--- src/rtl/wwc_pkg.sv ---
package wwc_pkg;
  localparam int unsigned DW_W    = 32;
  localparam int unsigned N_DW    = 4;
  localparam int unsigned BUS_W   = 64;
  localparam int unsigned REG_W   = DW_W * N_DW;
  localparam int unsigned N_PLAIN = 4;

  typedef struct packed {
    logic             hit_wide;
    logic             sel;
    logic [N_DW-1:0]  part_mask;
    logic             hit_plain;
    logic [1:0]       plain_idx;
  } dec_t;
endpackage

--- src/rtl/wwc_decode.sv ---
module wwc_decode
  import wwc_pkg::*;
#(
  parameter int unsigned OFS_W      = 13,
  parameter int unsigned PAGE_W     = 4,
  parameter int unsigned WIDE_OFS0  = 32'h830,
  parameter int unsigned WIDE_OFS1  = 32'hA10,
  parameter int unsigned PLAIN_OFS0 = 32'h180,
  parameter int unsigned PLAIN_OFS1 = 32'h200,
  parameter int unsigned PLAIN_OFS2 = 32'h400,
  parameter int unsigned PLAIN_OFS3 = 32'h420,
  localparam int unsigned ADDR_W    = OFS_W + PAGE_W
) (
  input  logic              wide_i,
  input  logic [ADDR_W-1:0] addr_i,
  output dec_t              dec_o,
  output logic [PAGE_W-1:0] page_o
);
  localparam logic [OFS_W-1:0] W0 = OFS_W'(WIDE_OFS0);
  localparam logic [OFS_W-1:0] W1 = OFS_W'(WIDE_OFS1);
  localparam logic [N_PLAIN-1:0][OFS_W-1:0] POFS = {
    OFS_W'(PLAIN_OFS3), OFS_W'(PLAIN_OFS2), OFS_W'(PLAIN_OFS1), OFS_W'(PLAIN_OFS0)};

  logic [OFS_W-1:0]   ofs;
  logic               aligned;
  logic               hit0, hit1;
  logic [1:0]         dw;
  logic [N_PLAIN-1:0] pmatch;

  assign ofs    = addr_i[OFS_W-1:0];
  assign page_o = addr_i[ADDR_W-1:OFS_W];
  assign dw     = ofs[3:2];
  // 64-bit stores must sit on an 8-byte boundary
  assign aligned = (ofs[1:0] == 2'b00) && (!wide_i || !ofs[2]);
  assign hit0    = ofs[OFS_W-1:4] == W0[OFS_W-1:4];
  assign hit1    = ofs[OFS_W-1:4] == W1[OFS_W-1:4];

  for (genvar i = 0; i < N_PLAIN; i++) begin : g_plain
    assign pmatch[i] = !wide_i && (ofs == POFS[i]);
  end

  always_comb begin
    dec_o           = '0;
    dec_o.hit_wide  = aligned && (hit0 || hit1);
    dec_o.sel       = hit1;
    dec_o.part_mask = wide_i ? (dw[1] ? 4'b1100 : 4'b0011) : (4'b0001 << dw);
    dec_o.hit_plain = aligned && (|pmatch);
    for (int i = N_PLAIN - 1; i >= 0; i--) begin
      if (pmatch[i]) dec_o.plain_idx = 2'(i);
    end
  end
endmodule

--- src/rtl/wwc_collector.sv ---
module wwc_collector
  import wwc_pkg::*;
#(
  parameter int unsigned PAGE_W = 4
) (
  input  logic              clk_i,
  input  logic              rst_ni,
  input  logic              req_i,
  input  logic              wide_i,
  input  logic              sel_i,
  input  logic [PAGE_W-1:0] page_i,
  input  logic [N_DW-1:0]   part_mask_i,
  input  logic [BUS_W-1:0]  data_i,
  output logic              commit_o,
  output logic              full_o,
  output logic              sel_o,
  output logic [PAGE_W-1:0] page_o,
  output logic [REG_W-1:0]  data_o
);
  logic [N_DW-1:0][DW_W-1:0]   new_lane;
  logic [N_DW-2:0][DW_W-1:0]   col_q, merged;
  logic [N_DW-1:0]             vmask_q, base, total;
  logic [PAGE_W-1:0]           own_page_q;
  logic                        own_sel_q;
  logic                        same;

  // odd lanes of a 64-bit store take the upper half of the bus
  for (genvar k = 0; k < N_DW; k++) begin : g_lane
    if (k % 2 == 1) begin : g_odd
      assign new_lane[k] = wide_i ? data_i[BUS_W-1:DW_W] : data_i[DW_W-1:0];
    end else begin : g_even
      assign new_lane[k] = data_i[DW_W-1:0];
    end
  end

  always_comb begin
    // parts held for another page or register are dropped
    same  = (vmask_q != '0) && (own_page_q == page_i) && (own_sel_q == sel_i);
    base  = same ? vmask_q : '0;
    total = base | part_mask_i;
    for (int k = 0; k < N_DW - 1; k++) begin
      merged[k] = part_mask_i[k] ? new_lane[k] : (same ? col_q[k] : '0);
    end
  end

  always_ff @(posedge clk_i or negedge rst_ni) begin
    if (!rst_ni) begin
      col_q      <= '0;
      vmask_q    <= '0;
      own_page_q <= '0;
      own_sel_q  <= 1'b0;
      commit_o   <= 1'b0;
      full_o     <= 1'b0;
      sel_o      <= 1'b0;
      page_o     <= '0;
      data_o     <= '0;
    end else begin
      commit_o <= 1'b0;
      if (req_i) begin
        if (part_mask_i[N_DW-1]) begin
          // top dword always commits; zero-fill when incomplete
          commit_o <= 1'b1;
          full_o   <= &total;
          sel_o    <= sel_i;
          page_o   <= page_i;
          data_o   <= (&total) ? {new_lane[N_DW-1], merged}
                               : {new_lane[N_DW-1], {(REG_W-DW_W){1'b0}}};
          vmask_q  <= '0;
          col_q    <= '0;
        end else begin
          vmask_q    <= total;
          col_q      <= merged;
          own_page_q <= page_i;
          own_sel_q  <= sel_i;
        end
      end
    end
  end
endmodule

--- src/rtl/wwc_plain.sv ---
module wwc_plain
  import wwc_pkg::*;
#(
  parameter int unsigned PAGE_W = 4
) (
  input  logic              clk_i,
  input  logic              rst_ni,
  input  logic              req_i,
  input  logic [1:0]        idx_i,
  input  logic [PAGE_W-1:0] page_i,
  input  logic [DW_W-1:0]   data_i,
  output logic              wr_o,
  output logic [1:0]        idx_o,
  output logic [PAGE_W-1:0] page_o,
  output logic [DW_W-1:0]   data_o
);
  always_ff @(posedge clk_i or negedge rst_ni) begin
    if (!rst_ni) begin
      wr_o   <= 1'b0;
      idx_o  <= '0;
      page_o <= '0;
      data_o <= '0;
    end else begin
      wr_o <= req_i;
      if (req_i) begin
        idx_o  <= idx_i;
        page_o <= page_i;
        data_o <= data_i;
      end
    end
  end
endmodule

--- src/rtl/wide_wr_collector.sv ---
module wide_wr_collector
  import wwc_pkg::*;
#(
  parameter int unsigned PAGE_W      = 4,
  parameter int unsigned PAGE_STRIDE = 32'h2000,
  parameter int unsigned WIDE_OFS0   = 32'h830,
  parameter int unsigned WIDE_OFS1   = 32'hA10,
  parameter int unsigned PLAIN_OFS0  = 32'h180,
  parameter int unsigned PLAIN_OFS1  = 32'h200,
  parameter int unsigned PLAIN_OFS2  = 32'h400,
  parameter int unsigned PLAIN_OFS3  = 32'h420,
  localparam int unsigned OFS_W      = $clog2(PAGE_STRIDE),
  localparam int unsigned ADDR_W     = OFS_W + PAGE_W
) (
  input  logic              clk_i,
  input  logic              rst_ni,
  input  logic              wr_valid_i,
  input  logic              wr_wide_i,
  input  logic [ADDR_W-1:0] wr_addr_i,
  input  logic [63:0]       wr_data_i,
  output logic              commit_o,
  output logic              commit_full_o,
  output logic              commit_sel_o,
  output logic [PAGE_W-1:0] commit_page_o,
  output logic [127:0]      commit_data_o,
  output logic              plain_wr_o,
  output logic [1:0]        plain_idx_o,
  output logic [PAGE_W-1:0] plain_page_o,
  output logic [31:0]       plain_data_o
);
  dec_t              dec;
  logic [PAGE_W-1:0] page;

  wwc_decode #(
    .OFS_W(OFS_W), .PAGE_W(PAGE_W),
    .WIDE_OFS0(WIDE_OFS0), .WIDE_OFS1(WIDE_OFS1),
    .PLAIN_OFS0(PLAIN_OFS0), .PLAIN_OFS1(PLAIN_OFS1),
    .PLAIN_OFS2(PLAIN_OFS2), .PLAIN_OFS3(PLAIN_OFS3)
  ) u_dec (
    .wide_i (wr_wide_i),
    .addr_i (wr_addr_i),
    .dec_o  (dec),
    .page_o (page)
  );

  wwc_collector #(.PAGE_W(PAGE_W)) u_col (
    .clk_i       (clk_i),
    .rst_ni      (rst_ni),
    .req_i       (wr_valid_i && dec.hit_wide),
    .wide_i      (wr_wide_i),
    .sel_i       (dec.sel),
    .page_i      (page),
    .part_mask_i (dec.part_mask),
    .data_i      (wr_data_i),
    .commit_o    (commit_o),
    .full_o      (commit_full_o),
    .sel_o       (commit_sel_o),
    .page_o      (commit_page_o),
    .data_o      (commit_data_o)
  );

  wwc_plain #(.PAGE_W(PAGE_W)) u_plain (
    .clk_i  (clk_i),
    .rst_ni (rst_ni),
    .req_i  (wr_valid_i && dec.hit_plain),
    .idx_i  (dec.plain_idx),
    .page_i (page),
    .data_i (wr_data_i[31:0]),
    .wr_o   (plain_wr_o),
    .idx_o  (plain_idx_o),
    .page_o (plain_page_o),
    .data_o (plain_data_o)
  );
endmodule

--- config.mk ---
export PLATFORM = sky130hd
export DESIGN_NAME = wide_wr_collector
export DESIGN_NICKNAME = d
export VERILOG_FILES = /design/src/rtl/wwc_pkg.sv /design/src/rtl/wwc_decode.sv /design/src/rtl/wwc_collector.sv /design/src/rtl/wwc_plain.sv /design/src/rtl/wide_wr_collector.sv
export SDC_FILE = /design/constraint.sdc
export NUM_CORES = 1
export LEC_CHECK = 0
export ABC_AREA = 0
export BUFFER_PORTS_ARGS = -buffer_cell sky130_fd_sc_hd__buf_2
export CORE_MARGIN = 1
export CORE_UTILIZATION = 50
export CTS_BUF_LIST = sky130_fd_sc_hd__clkbuf_4
export CTS_CLUSTER_DIAMETER = 60
export DETAILED_ROUTE_END_ITERATION = 7
export PLACE_DENSITY_LB_ADDON = 0.12
export SLEW_MARGIN = 0
export SYNTH_ARGS = -nofsm -noshare
export SYNTH_HDL_FRONTEND = slang
export SYNTH_SLANG_ARGS = --single-unit
--- constraint.sdc ---
create_clock -name clk_i -period 2.51 [get_ports clk_i]
set_clock_uncertainty 0.1 [all_clocks]
set_input_delay 0.502 -clock clk_i [delete_from_list [all_inputs] [get_ports clk_i]]
set_output_delay 0.502 -clock clk_i [all_outputs]
set_load 0.05 [all_outputs]
## After elaboration in Yosys (flattened, before gate mapping)

Index checks and enable logic that the tools add are counted.

- Bits of input ports: 85
- Flip-flop bits (word level): 279
- Word-level logic and storage cells: 66
- Output and inout bits: 174

- Equality and inequality tests: 8
- Bitwise operators: 2
- Mux-type cells: 19
- Reductions and logical operators: 21
- Shifts and indexed selects: 1

Operators by type and width:

| cell | number |
|---|---|
| $mux 32 | 7 |
| $mux 96 | 2 |
| $eq 13x11->1 const B | 2 |
| $eq 9x8->1 const B | 2 |
| $mux 4 | 4 |
| $eq 13x10->1 const B | 1 |
| $eq 13x9->1 const B | 1 |
| $logic_and 1x1->1 | 11 |
| $mux 2 | 4 |
| $eq 4x4->1 | 1 |
| $or 4x4->4 | 1 |
| $reduce_and 2->1 | 2 |
| $reduce_and 4->1 | 1 |
| $reduce_bool 4->1 | 1 |
| $reduce_or 4->1 | 1 |
| $shl 1x2->4 const A | 1 |
| $logic_not 1->1 | 2 |
| $logic_not 2->1 | 1 |
| $logic_or 1x1->1 | 2 |
| $mux 1 | 2 |
| $eq 1x1->1 | 1 |
| $not 1->1 | 1 |

## Logic depth before layout (Yosys ltp)

- Depth after elaboration: 7
- Depth in mapped cells: 9

## Cells and area by module

From an unflattened synthesis, not the netlist that was laid out.

- Cell total of the unflattened synthesis: 1031
- Area, all modules: 12216.7 µm²

By module, submodules not included:

| module | area an instance (µm²) | cells an instance | instances |
|---|---|---|---|
| wwc_collector | 10476.3 | 914 | 1 |
| wwc_plain | 1517.7 | 81 | 1 |
| wwc_decode | 210.2 | 34 | 1 |
| wide_wr_collector | 12.5 | 2 | 1 |

## Worst setup path after synthesis

No wires, ideal clock.

- Path type: input to register
- Start point: input port wr_addr_i[6]
- End point: register u_col.data_o[66]
- Slack: -0.193 ns
- Buffers on the path: 3
- Library setup time: 0.074 ns
- Cell stages on the path: 8
- Arrival time: 2.529 ns
- Cells stage by stage: or4b_1 or4_1 buf_2 nor3b_4 nand3_2 buf_6 buf_6 o21ai_2

- Cells in the longest elaborated chain, start to end: 7
- Elaborated cells between the ends (all ways): 14

Ends and longest elaborated chain:

| what | RTL line | RTL |
|---|---|---|
| start, declared | wide_wr_collector.sv:19 | `input logic [ADDR_W-1:0] wr_addr_i,` |
| $eq 9x8->1 | wwc_decode.sv:36 | `assign hit1 = ofs[OFS_W-1:4] == W1[OFS_W-1:4];` |
| $eq 1x1->1 | wwc_collector.sv:38 | `same = (vmask_q != '0) && (own_page_q == page_i) && (own_sel_q == sel_i);` |
| $logic_and 1x1->1 | wwc_collector.sv:38 |  |
| $mux 4 | wwc_collector.sv:39 | `base = same ? vmask_q : '0;` |
| $or 4x4->4 | wwc_collector.sv:40 | `total = base \| part_mask_i;` |
| $reduce_and 4->1 | wwc_collector.sv:66 | `data_o <= (&total) ? {new_lane[N_DW-1], merged}` |
| $mux 96 | wwc_collector.sv:66 |  |
| end signal, assigned | wwc_collector.sv:66 |  |
| end, declared | wwc_collector.sv:18 | `output logic [REG_W-1:0] data_o` |

Several ways; a longest one is shown, not always the timed one.
A chain may end at the register's enable or synchronous reset.

## Final worst setup path

- Start point: register u_col.vmask_q[1]
- End point: register u_col.data_o[45]

- Cells in the longest elaborated chain, start to end: 7
- Elaborated cells between the ends (all ways): 9

Ends and longest elaborated chain:

| what | RTL line | RTL |
|---|---|---|
| start, declared | wwc_collector.sv:22 | `logic [N_DW-1:0] vmask_q, base, total;` |
| start signal, assigned | wwc_collector.sv:71 | `vmask_q <= total;` |
| $reduce_bool 4->1 | wwc_collector.sv:38 |  |
| $logic_and 1x1->1 (2 in a row) | wwc_collector.sv:38 |  |
| $mux 4 | wwc_collector.sv:39 |  |
| $or 4x4->4 | wwc_collector.sv:40 |  |
| $reduce_and 4->1 | wwc_collector.sv:66 |  |
| $mux 96 * | wwc_collector.sv:66 |  |

Every way passes the cells marked *; elsewhere a longest branch is shown, timed or not.

==> metrics.txt <==
slew margin rel.=0.580; Detail Route Antenna Nets=0; total power draw=9.00 mW; max-cap violations=0; Die X=155 microns; CP max stage cell=nor4_1; 1st-iter DRT viols=515; HPWL after DPL=20900 microns; Synth async-reset ratio=1.00; power per cell area=609 nW/um^2; Core Util, Final=0.649; worst ir drop on vdd=0.337 mV; Clock Sinks=279; global router's overall resource usage=0.269; CTS resizes=0; clock transition at the registers of the reported paths=0.07 ns; placed inst area=13800 sq um; largest net degree at the start of global routing=74; fin cells=1681; final setup violation count=0; post-synth top area share=0.597; first-pass GRT wire length=49900 microns; Layout area overhead=26.4%; Setup Crit Path Kind=reg -> reg; Synth cell types=46; flop2flop setup slack=0.20 ns; Critical Path, Cell by Cell=nor4_1, buf_4, nor3_1, buf_4, and2_1, nand3_4, buf_12, o21ai_0; endpoints failing hold=0; CP arrival=2.75 ns; Cells after DPL=1553; yosys warns=0; CP Max Fanout=66; CP bufs+invs=3; CP Launch Type=flop; Pre-Repair DR Iteration Count=5; FF+latch count, synth=279; CTS Buffer Depth=3; Top Ports=259; vias in the first global route=8965; Slew @ Worst Pin=0.613 ns; Site Rows=55; EDFF count, synth=0; Synth Instances=997; Nets=1407; Area contributors post-synth=dfrtp_1, mux2i_1, a22o_1, nand2_1, mux2_2; later-pin clock latency in the skew report=0.66 ns; synthesized area=11700 sq um; Net Sw Frac=0.244; most frequent cell after synthesis=dfrtp_1; Syn Nets=1082; CP top delay family=simple AND/OR/NAND/NOR gates; root buf cell=clkbuf_4; Max Clk Rate=0.432 GHz; fraction of layout cells with a size suffix above 1=0.388; Comb power frac=0.067; Routed WL=31100 microns; Psw=2.20 mW; RSZ-0062 raised after global routing=false; Seq/Total Area, Yosys=0.597; DR vias=9062; worst min path class=in -> reg; post-layout instance area=14800 sq um; crit path time final=2.31 ns; Clk pwr share=0.432; maximum cell stage delay along the critical path=0.47 ns; TritonCTS buffer count=74; core box area=22800 sq um; sequential power share=0.502; CTS tree=yes; fin. max-slew vios=0; Avg WL per Cell=18.5 microns; Critical Path Most Common Cell=buf_4; Pint=6.81 mW; Yosys top cell by area=dfrtp_1; CP required=2.94 ns; # DRC=0; Die Ht=155 microns; Top FF cell, synth=dfrtp_1; Initial Util=0.514; status=finished clean; crit share post-route=0.922; initial antenna violation count=1; CTS H-tree depth=3; Port Buffer Count=258; grt total ovfl=0; Syn Area/Cell=11.7 sq um; die area=24000 sq um; top post-synthesis cells by count=dfrtp_1, nand2_1, mux2i_1; crit end category=flop; LEAKAGE=7.89 nW; Via density=5.39; GPL Wtd Cong=0.838
-- through the flow --
stage / setup TNS [ns] / hold slack [ns] / setup slack, ns
2_1_floorplan: -19.98 / 0.106 / -0.154
3_3_place_gp: -52.59 / 0.346 / -0.308
3_5_place_dp: -61.01 / 0.347 / -0.361
4_1_cts: 0 / 0.00401 / 0.220
5_1_grt: 0 / 0.0234 / 0.127
6_report: 0 / 0.0507 / 0.197
-- routing by layer --
layer | global-route usage | wire length [microns] | vias to the layer above
met5 | 0 | 0 | -
li1 | - | - | 4245
met2 | 0.400 | 14100 | 315
met3 | 0.0666 | 2290 | 32
met4 | 0.0787 | 380 | 0
met1 | 0.391 | 14300 | 4470
-- cell type report --
class / count / area [sq um]
Fill cell: 1888 / 7990
Clock inverter: 11 / 71.3
Antenna cell: 1 / 2.50
Timing Repair Buffer: 323 / 2020
Multi-Input combinational cell: 643 / 4490
Tap cell: 313 / 392
Clock buffer: 110 / 826
Inverter: 1 / 3.75
Sequential cell: 279 / 6980
-- power groups by stage --
| stage | Combinational, mW | Sequential, mW | Clock (mW) |
|---|---|---|---|
| finish | 0.600 | 4.52 | 3.89 |
| global placement | 0.597 | 4.60 | 0 |
| global route | 0.660 | 4.51 | 4.25 |
| CTS | 0.609 | 4.52 | 4.00 |
| detailed placement | 0.601 | 4.60 | 0 |
| floorplan | 0.235 | 4.62 | 0 |
-- state kept, by name, summed over array words and instances (netlist names) --
register,count
u_col.data_o,128
u_col.col_q,96
u_plain.data_o,32
u_col.own_page_q,4
u_col.page_o,4
u_col.vmask_q,4
u_plain.page_o,4
u_plain.idx_o,2
u_col.commit_o,1
u_col.full_o,1
u_col.own_sel_q,1
u_col.sel_o,1
u_plain.wr_o,1
-- what timing repair did --
item                                   in CTS  in global routing
hold buffers                                6                  0
buffers inserted                            0                  0
setup endpoints to repair                   0                  0
endpoints found under the hold margin      85                  0
-- worst paths after layout --
check | to | from | cells after the start
worst max-delay path | u_col.data_o[45] | u_col.vmask_q[1] | 8
worst min-delay path | u_col.col_q[72] | wr_data_i[8] | 2
worst max register to register | u_col.data_o[45] | u_col.vmask_q[1] | 8
worst min register to register | u_col.page_o[1] | u_col.page_o[1] | 2
max in group asynchronous | u_col.data_o[50] | rst_ni | 3
min in group asynchronous | u_col.col_q[71] | rst_ni | 2
-- placed cells by master (no fill, tap or decap), drive strengths merged, types with 2 or more instances in the layout --
cell type    count
a21o             2
a21oi           36
a22o            64
and2             2
buf            317
clkbuf         110
clkinv           6
dfrtp          279
dlygate4sd3      6
inv              4
mux2            41
mux2i           97
nand2          147
nand2b           2
nand3            8
nor2            38
nor2b            2
nor3             3
nor3b            2
nor4             4
nor4b            4
o21ai          133
o2bb2ai         33
o31ai            2
or3              2
or4b             2
xnor2            4
xor2             5
-- cells by family (layout without fill, tap and decap cells) --
kind of cell / after synthesis / in the layout / share of synthesized area
multiplexers: 138 / 138 / 0.122
other: 0 / 1 / 0
AND/OR/NAND/NOR: 222 / 222 / 0.0829
AO/OA/AOI/OAI: 274 / 274 / 0.163
flip-flops: 279 / 279 / 0.597
buffers and inverters: 75 / 445 / 0.0280
XOR/XNOR: 9 / 9 / 0.00673
-- worst register-to-register path, delay by kind of cell, from the launching register on --
family          cells  cell delay (ns)
buf+inv             3             0.65
compound gates      1             0.24
flops               1             0.39
simple gates        4             0.81
(Power assumes the default switching activity.)
